### src/rtl/bmram_pkg.sv
package bmram_pkg;

    // Lane width: nine-bit lanes when the word is a multiple of nine bits.
    function automatic int lane_w(input int dw);
        return ((dw % 9) == 0) ? 9 : 8;
    endfunction

    function automatic int lane_cnt(input int dw);
        return dw / lane_w(dw);
    endfunction

    function automatic bit width_ok(input int dw);
        return (dw == 16) || (dw == 18) || (dw == 32) || (dw == 36);
    endfunction

endpackage

### src/rtl/bmram_capture.sv
module bmram_capture #(
    parameter int ADDR_W = 6,
    parameter int DATA_W = 36,
    parameter int LANES  = 4
) (
    input  logic              clk,
    input  logic              rst_n,
    input  logic              ce,
    input  logic              we,
    input  logic              re,
    input  logic [ADDR_W-1:0] addr,
    input  logic [DATA_W-1:0] wdata,
    input  logic [LANES-1:0]  be,
    output logic              we_q,
    output logic              re_q,
    output logic [ADDR_W-1:0] addr_q,
    output logic [DATA_W-1:0] wdata_q,
    output logic [LANES-1:0]  be_q
);

    typedef struct packed {
        logic we;
        logic re;
    } ctrl_t;

    typedef struct packed {
        logic [ADDR_W-1:0] addr;
        logic [DATA_W-1:0] wdata;
        logic [LANES-1:0]  be;
    } payload_t;

    ctrl_t    ctrl_d, ctrl_q;
    payload_t pay_d, pay_q;

    always_comb begin
        ctrl_d = ctrl_q;
        pay_d  = pay_q;
        if (ce) begin
            ctrl_d.we    = we;
            ctrl_d.re    = re;
            pay_d.addr   = addr;
            pay_d.wdata  = wdata;
            pay_d.be     = be;
        end
    end

    // Control bits are reset so no spurious operation follows reset.
    always_ff @(posedge clk or negedge rst_n) begin
        if (!rst_n) begin
            ctrl_q <= '0;
        end else begin
            ctrl_q <= ctrl_d;
        end
    end

    // Address, data and lane enables have no clear.
    always_ff @(posedge clk) begin
        pay_q <= pay_d;
    end

    assign we_q    = ctrl_q.we;
    assign re_q    = ctrl_q.re;
    assign addr_q  = pay_q.addr;
    assign wdata_q = pay_q.wdata;
    assign be_q    = pay_q.be;

endmodule

### src/rtl/bmram_lane.sv
module bmram_lane #(
    parameter int LANE_W = 9,
    parameter int DEPTH  = 64,
    parameter int ADDR_W = 6
) (
    input  logic              clk,
    input  logic              rst_n,
    input  logic              ce,
    input  logic              wr_en,
    input  logic              rd_en,
    input  logic [ADDR_W-1:0] addr,
    input  logic [LANE_W-1:0] wdata,
    output logic [LANE_W-1:0] rdata
);

    logic [LANE_W-1:0] mem [DEPTH];
    logic [LANE_W-1:0] rd_d, rd_q;

    always_comb begin
        rd_d = rd_q;
        if (ce && rd_en) begin
            rd_d = mem[addr];
        end
    end

    always_ff @(posedge clk or negedge rst_n) begin
        if (!rst_n) begin
            rd_q <= '0;
        end else begin
            rd_q <= rd_d;
        end
    end

    // Nonblocking update: a same-edge read sees the old word.
    always_ff @(posedge clk) begin
        if (ce && wr_en) begin
            mem[addr] <= wdata;
        end
    end

    assign rdata = rd_q;

endmodule

### src/rtl/bytemask_ram.sv
module bytemask_ram
    import bmram_pkg::*;
#(
    parameter  int DATA_W = 36,
    parameter  int DEPTH  = 64,
    localparam int ADDR_W = $clog2(DEPTH),
    localparam int LANE_W = lane_w(DATA_W),
    localparam int LANES  = lane_cnt(DATA_W)
) (
    input  logic              clk,
    input  logic              rst_n,
    input  logic              ce,
    input  logic              we,
    input  logic              re,
    input  logic [ADDR_W-1:0] addr,
    input  logic [DATA_W-1:0] wdata,
    input  logic [LANES-1:0]  be,
    output logic [DATA_W-1:0] rdata
);

    if (!width_ok(DATA_W)) begin : g_bad_width
        $error("bytemask_ram: DATA_W must be 16, 18, 32 or 36");
    end

    logic              cap_we;
    logic              cap_re;
    logic [ADDR_W-1:0] cap_addr;
    logic [DATA_W-1:0] cap_wdata;
    logic [LANES-1:0]  cap_be;

    bmram_capture #(
        .ADDR_W (ADDR_W),
        .DATA_W (DATA_W),
        .LANES  (LANES)
    ) u_capture (
        .clk     (clk),
        .rst_n   (rst_n),
        .ce      (ce),
        .we      (we),
        .re      (re),
        .addr    (addr),
        .wdata   (wdata),
        .be      (be),
        .we_q    (cap_we),
        .re_q    (cap_re),
        .addr_q  (cap_addr),
        .wdata_q (cap_wdata),
        .be_q    (cap_be)
    );

    for (genvar i = 0; i < LANES; i++) begin : g_lane
        bmram_lane #(
            .LANE_W (LANE_W),
            .DEPTH  (DEPTH),
            .ADDR_W (ADDR_W)
        ) u_lane (
            .clk   (clk),
            .rst_n (rst_n),
            .ce    (ce),
            .wr_en (cap_we && cap_be[i]),
            .rd_en (cap_re),
            .addr  (cap_addr),
            .wdata (cap_wdata[i*LANE_W +: LANE_W]),
            .rdata (rdata[i*LANE_W +: LANE_W])
        );
    end

endmodule

### config.mk
export PLATFORM = sky130hd
export DESIGN_NAME = bytemask_ram
export DESIGN_NICKNAME = d
export VERILOG_FILES = /design/src/rtl/bmram_pkg.sv /design/src/rtl/bmram_capture.sv /design/src/rtl/bmram_lane.sv /design/src/rtl/bytemask_ram.sv
export SDC_FILE = /design/constraint.sdc
export NUM_CORES = 2
export LEC_CHECK = 0
export CAP_MARGIN = 15
export CORE_MARGIN = 2
export CORE_UTILIZATION = 38
export DETAILED_ROUTE_END_ITERATION = 8
export DONT_BUFFER_PORTS = 1
export GPL_ROUTABILITY_DRIVEN = 0
export PLACE_DENSITY = 0.51
export SLEW_MARGIN = 0
export SYNTH_ARGS = -nofsm -noshare
export SYNTH_HDL_FRONTEND = slang
export SYNTH_SLANG_ARGS = --single-unit
### constraint.sdc
create_clock -name clk -period 3.9 [get_ports clk]
set_input_delay 0.78 -clock clk [delete_from_list [all_inputs] [get_ports clk]]
set_output_delay 0.78 -clock clk [all_outputs]
set_load 0.01 [all_outputs]
Word level (Yosys, flattened, before mapping)
Memories as Yosys holds them, arrays and structs flattened. A register that Yosys moved wholly into a read port is not among the register bits.
Cells that the tools add are included.
- register bits after elaboration: 48
- bits in latches: 0
- memory bits (writable): 2304
- bits in read-only memories: 0
- input bits: 51
- output and inout bits: 36
- logic and storage cells: 30
- memories kept: 4
- memory list (name ; depth ; bits a word ; rd ports ; clocked after memory_dff ; write ports ; line ; text):
    g_lane[0].u_lane.mem ; 64 ; 9 ; 1 ; 1 ; 1 ; bmram_lane.sv:16 ; logic [LANE_W-1:0] mem [DEPTH];
    g_lane[1].u_lane.mem ; 64 ; 9 ; 1 ; 1 ; 1 ; bmram_lane.sv:16 ;
    g_lane[2].u_lane.mem ; 64 ; 9 ; 1 ; 1 ; 1 ; bmram_lane.sv:16 ;
    g_lane[3].u_lane.mem ; 64 ; 9 ; 1 ; 1 ; 1 ; bmram_lane.sv:16 ;
- $add $sub $neg: 0
- multipliers: 0
- divide/modulo/power cells: 0
- order comparisons: 0
- equality and inequality tests: 0
- shifts and indexed selects: 0
- muxes and demuxes: 8
- bitwise gates (word level): 0
- reductions and logical operators: 13
- operators with widths (operator ; count):
    logical AND 1 bit ; 9
    2-to-1 mux 1 bit ; 8
    zero test 1 bit ; 4

Logic depth before layout (Yosys ltp)
- depth after elaboration: 4
- depth in mapped cells: 11
- depth with buffers taken out: 6

By module
Synthesis repeated with hierarchy kept, for this count alone.
- cells, all modules: 5138
- area total of the unflattened synthesis: 93307.0 um2
- by module, submodules not included (module ; instances ; cells each ; area each (um2) ; sequential area each (um2)):
    bmram_lane ; 4 ; 1271 ; 22957.0 ; 17521.8
    bmram_capture ; 1 ; 50 ; 1453.9 ; 1431.4
    bytemask_ram ; 1 ; 4 ; 25.0 ; 0.0

Least setup slack after synthesis
Ideal clock, no wire load.
- kind: input-to-reg
- start: input ce
- end: memory g_lane[2].u_lane.mem[60][0], enable pin
- setup time: 387 ps
- arrival time: 2342 ps
- required time: 3513 ps
- slack: 1172 ps
- stages on the path: 5
- buffers on the path: 2
- cell sequence: clkbuf_1 > and3_1 > clkbuf_1 > nand2_1 > nor3_1
- cells in the longest elaborated chain, start to end: 3
- RTL lines (item ; line ; text):
    from (decl) ; bytemask_ram.sv:12 ; input logic ce,
    logical AND 1 bit ; bmram_lane.sv:36 ; if (ce && wr_en) begin
    2-to-1 mux 1 bit ; bmram_lane.sv:36 ;
    2-to-1 mux 1 bit (implied by the code) ; bmram_lane.sv:37 ; mem[addr] <= wdata;
    to (decl) ; bmram_lane.sv:16 ;
Every way passes these cells.

Worst setup path in the final report
- start: register u_capture.pay_q (netlist bit u_capture.addr_q[2])
- end: memory g_lane[0].u_lane.mem[9][3], enable pin
- RTL lines (item ; line ; text):
    from (decl) ; bmram_capture.sv:33 ; payload_t pay_d, pay_q;
    from (signal assigned) ; bmram_capture.sv:58 ; pay_q <= pay_d;
    to (decl) ; bmram_lane.sv:16 ;
Straight into the memory's write port.

==> reports/qor.yml <==
job:
  maxCapViolations: 0
clock_network:
  cts_sinks: 2388
  worst_skew_pair.late_latency_ns: 0.95
  postCtsSetupBuffers: 0
  h-tree-depth: 5
  numCtsBuffers: 274
  root_buffer: "clkbuf_16"
  cts.clk_slew.worst_paths_ns: 0.07
  cts_max_path_buffers: 4
  cts_tree: "built"
critical_path:
  cp_data_required_time_ns: 4.52
  r2r-start: "u_capture.addr_q[2]"
  path_cells: "buf_12 > or2b_1 > buf_4 > nor2_4 > buf_12 > nand2_1 > nor2_1 > buf_4"
  cp_slowest_cell: "nor2_1"
  cp-startpoint: "u_capture.addr_q[2]"
  crit_family: "simple AND/OR/NAND/NOR gates"
  critPathBufInv: 4
  worstPathMaxFanout: 22
  reg2reg_slack_ns: 0.53
  reg2reg_depth: 8
  critPathMaxStageDelay_ns: 0.64
  path_class: "reg -> reg"
  r2r_end: "g_lane[0].u_lane.mem[9][3]"
  cp.arrival_ns: 3.99
  cp-end-kind: "flop"
  worst_setup_path_start_kind: "flop"
  cp.depth: 8
  endpoint: "g_lane[0].u_lane.mem[9][3]"
floorplanning:
  die_h_um: 496
  dieArea_um2: 246000
  row_count: 180
  initial_core_util_pct: 38.3
  die_x_um: 496
  pin_count: 87
  core-area_um2: 241000
finish:
  syn_to_final_growth_pct: 16.9
  n_fill_cell: 20687
  instances_no_fill: 8858
  final_core_util_pct: 44.7
  drive_gt1_share_pct: 22.0
  finalNetCount: 5535
power_and_ir_drop:
  vdd_drop_max_v: 0.000513
  leakage_nw: 34.6
  pwr_density_cell_nw_per_um2: 540
yosys:
  synth_area_per_cell_um2: 18.4
  netlist_area_um2: 92100
  ys_ff_latch: 2388
  synthCells: 4998
  synthArstFlopShare_pct: 1.59
  seq_area_frac_synth_pct: 77.6
  synth_edf_count: 2350
  synth_nets: 5049
  ys_warn_count: 0
  synth.distinct_cells: 70
  ys.flop_type: "edfxtp_1"
timing:
  finalSetupViolations: 0
  skew_ns: 0.0584
  slew_viol_final: 0
  fmax_ghz: 0.297
  finalHoldViolCount: 0
  setup_tns_ns: 0
  rsz0062_at_grt: "false"
  post-route-period-util_pct: 86.3
  period_minus_slack_ns: 3.37
  max-slew-margin-rel_pct: 14.6
  worst_pin_slew_ns: 1.28
placement:
  hpwl_mm: 201
  dp_cells: 8339
  port_buffers: 0
detailed_routing:
  firstDrtPassIters: 6
  detail_route.wl_per_cell_um: 36.3
  drt-total-wl_mm: 322
  drc: 0
  via_per_inst: 6.08
  detail-route-antenna-nets: 0
  drtIter0Drc: 7995
  vias: 53831
global_routing:
  grt_pass1_vias: 51922
  grt_max_degree: 95
  grt-ovfl-total: 0
  grtUsageTotal_pct: 25.8
  grt_pass1_wl_mm: 439
  antenna_found_initial: 26
worst_hold_path:
  hp-class: "in -> reg"
status:
  status: "complete, no violations"
layout by cell type, fill, tap and decap left out, types with 25 or more instances in the layout:
| cell | instances |
|---|---|
| nand2_1 | 147 |
| o22ai_1 | 116 |
| o21ai_0 | 122 |
| clkinv_2 | 30 |
| clkbuf_1 | 71 |
| mux2i_1 | 248 |
| edfxtp_1 | 2350 |
| a22o_1 | 35 |
| mux4_2 | 193 |
| a22oi_1 | 183 |
| buf_4 | 466 |
| nor2_1 | 361 |
| a221oi_1 | 214 |
| buf_12 | 42 |
| clkinv_1 | 44 |
| nand3_1 | 25 |
| mux2_2 | 143 |
| clkbuf_16 | 280 |
| a21oi_1 | 148 |
| dlygate4sd3_1 | 50 |
| a221o_1 | 45 |
| a31oi_1 | 41 |
| dfrtp_1 | 38 |
worst min path at each step:
stage | startpoint | end | slack [ns] | cells after the start
after floorplan | rst_n | g_lane[0].u_lane.rdata[0] | 0.48 | 0
after global placement | rst_n | u_capture.we_q | 0.49 | 0
after detailed placement | rst_n | u_capture.we_q | 0.49 | 0
after CTS | ce | u_capture.wdata_q[14] | 0.06 | 0
after global routing | ce | u_capture.wdata_q[14] | 0.06 | 0
final | ce | u_capture.wdata_q[14] | 0.11 | 0
Yosys cell counts (35+ instances only):
cell | number | share of area (%)
mux2_2 | 143 | 1.7
a31oi_1 | 41 | 0.28
buf_2 | 97 | 0.53
edfxtp_1 | 2350 | 77
buf_4 | 67 | 0.55
a221oi_1 | 214 | 2.0
mux4_2 | 193 | 4.7
a221o_1 | 45 | 0.49
o22ai_1 | 116 | 0.79
a22oi_1 | 183 | 1.5
nand2_1 | 148 | 0.60
mux2i_1 | 248 | 2.7
a21oi_1 | 148 | 0.80
o21ai_0 | 122 | 0.66
nor2_1 | 369 | 1.5
clkbuf_1 | 134 | 0.55
dfrtp_1 | 38 | 1.0
a22o_1 | 35 | 0.33
metrics by stage:
| step | instance area, um^2 | setup WS [ns] | power (mW) | hold WS [ns] |
|---|---|---|---|---|
| after CTS | 108000 | 0.611 | 58.4 | 0.0573 |
| final | 108000 | 0.534 | 58.1 | 0.113 |
| after global routing | 108000 | 0.549 | 59.5 | 0.0638 |
| after floorplan | 92100 | 1.17 | 31.6 | 0.484 |
| after global placement | 98600 | 0.614 | 33.9 | 0.488 |
| after detailed placement | 98700 | 0.618 | 33.9 | 0.487 |
final cells by class:
| class | instances | area, um^2 | share of cell area (%) |
|---|---|---|---|
| Timing Repair Buffer | 563 | 4960 | 4.61 |
| Inverter | 3 | 23.8 | 0.0221 |
| Clock buffer | 358 | 7370 | 6.85 |
| Antenna cell | 2 | 5.00 | 0.00465 |
| Clock inverter | 105 | 992 | 0.922 |
| Tap cell | 3185 | 3990 | 3.70 |
| Sequential cell | 2388 | 71500 | 66.4 |
| Multi-Input combinational cell | 2254 | 18800 | 17.5 |
sequential cells by signal (all words and copies together) (netlist names):
| name | flops |
|---|---|
| u_capture.re_q | 1 |
| g_lane.u_lane.rdata | 36 |
| u_capture.we_q | 1 |
| g_lane.u_lane.mem | 2304 |
| u_capture.wdata_q | 36 |
| u_capture.be_q | 4 |
| u_capture.addr_q | 6 |
timing repair:
item,4_1_cts,5_1_grt
hold endpoints to repair,95,0
gates resized for setup,0,0
hold buffers,51,0
per-layer routing:
metal	GRT usage (%)	up-vias	wire length [um]
li1	-	21551	-
met1	35.9	28572	130000
met5	0	-	134
met4	10.1	20	13500
met2	39.3	3028	146000
met3	5.93	660	31600
logic make-up after synthesis:
logic type      after synthesis  synth area share [%]
compound gates             1037                  8.14
buf+inv                     356                  2.17
simple gates                629                  2.85
mux                         588                  9.21
flops                      2388                  77.6
power by group:
group / internal, mW / switching, mW
clock network: 14.5 / 10.1
logic: 1.35 / 3.20
registers: 28.6 / 0.368
total: 44.4 / 13.7
(Power assumes the default switching activity.)
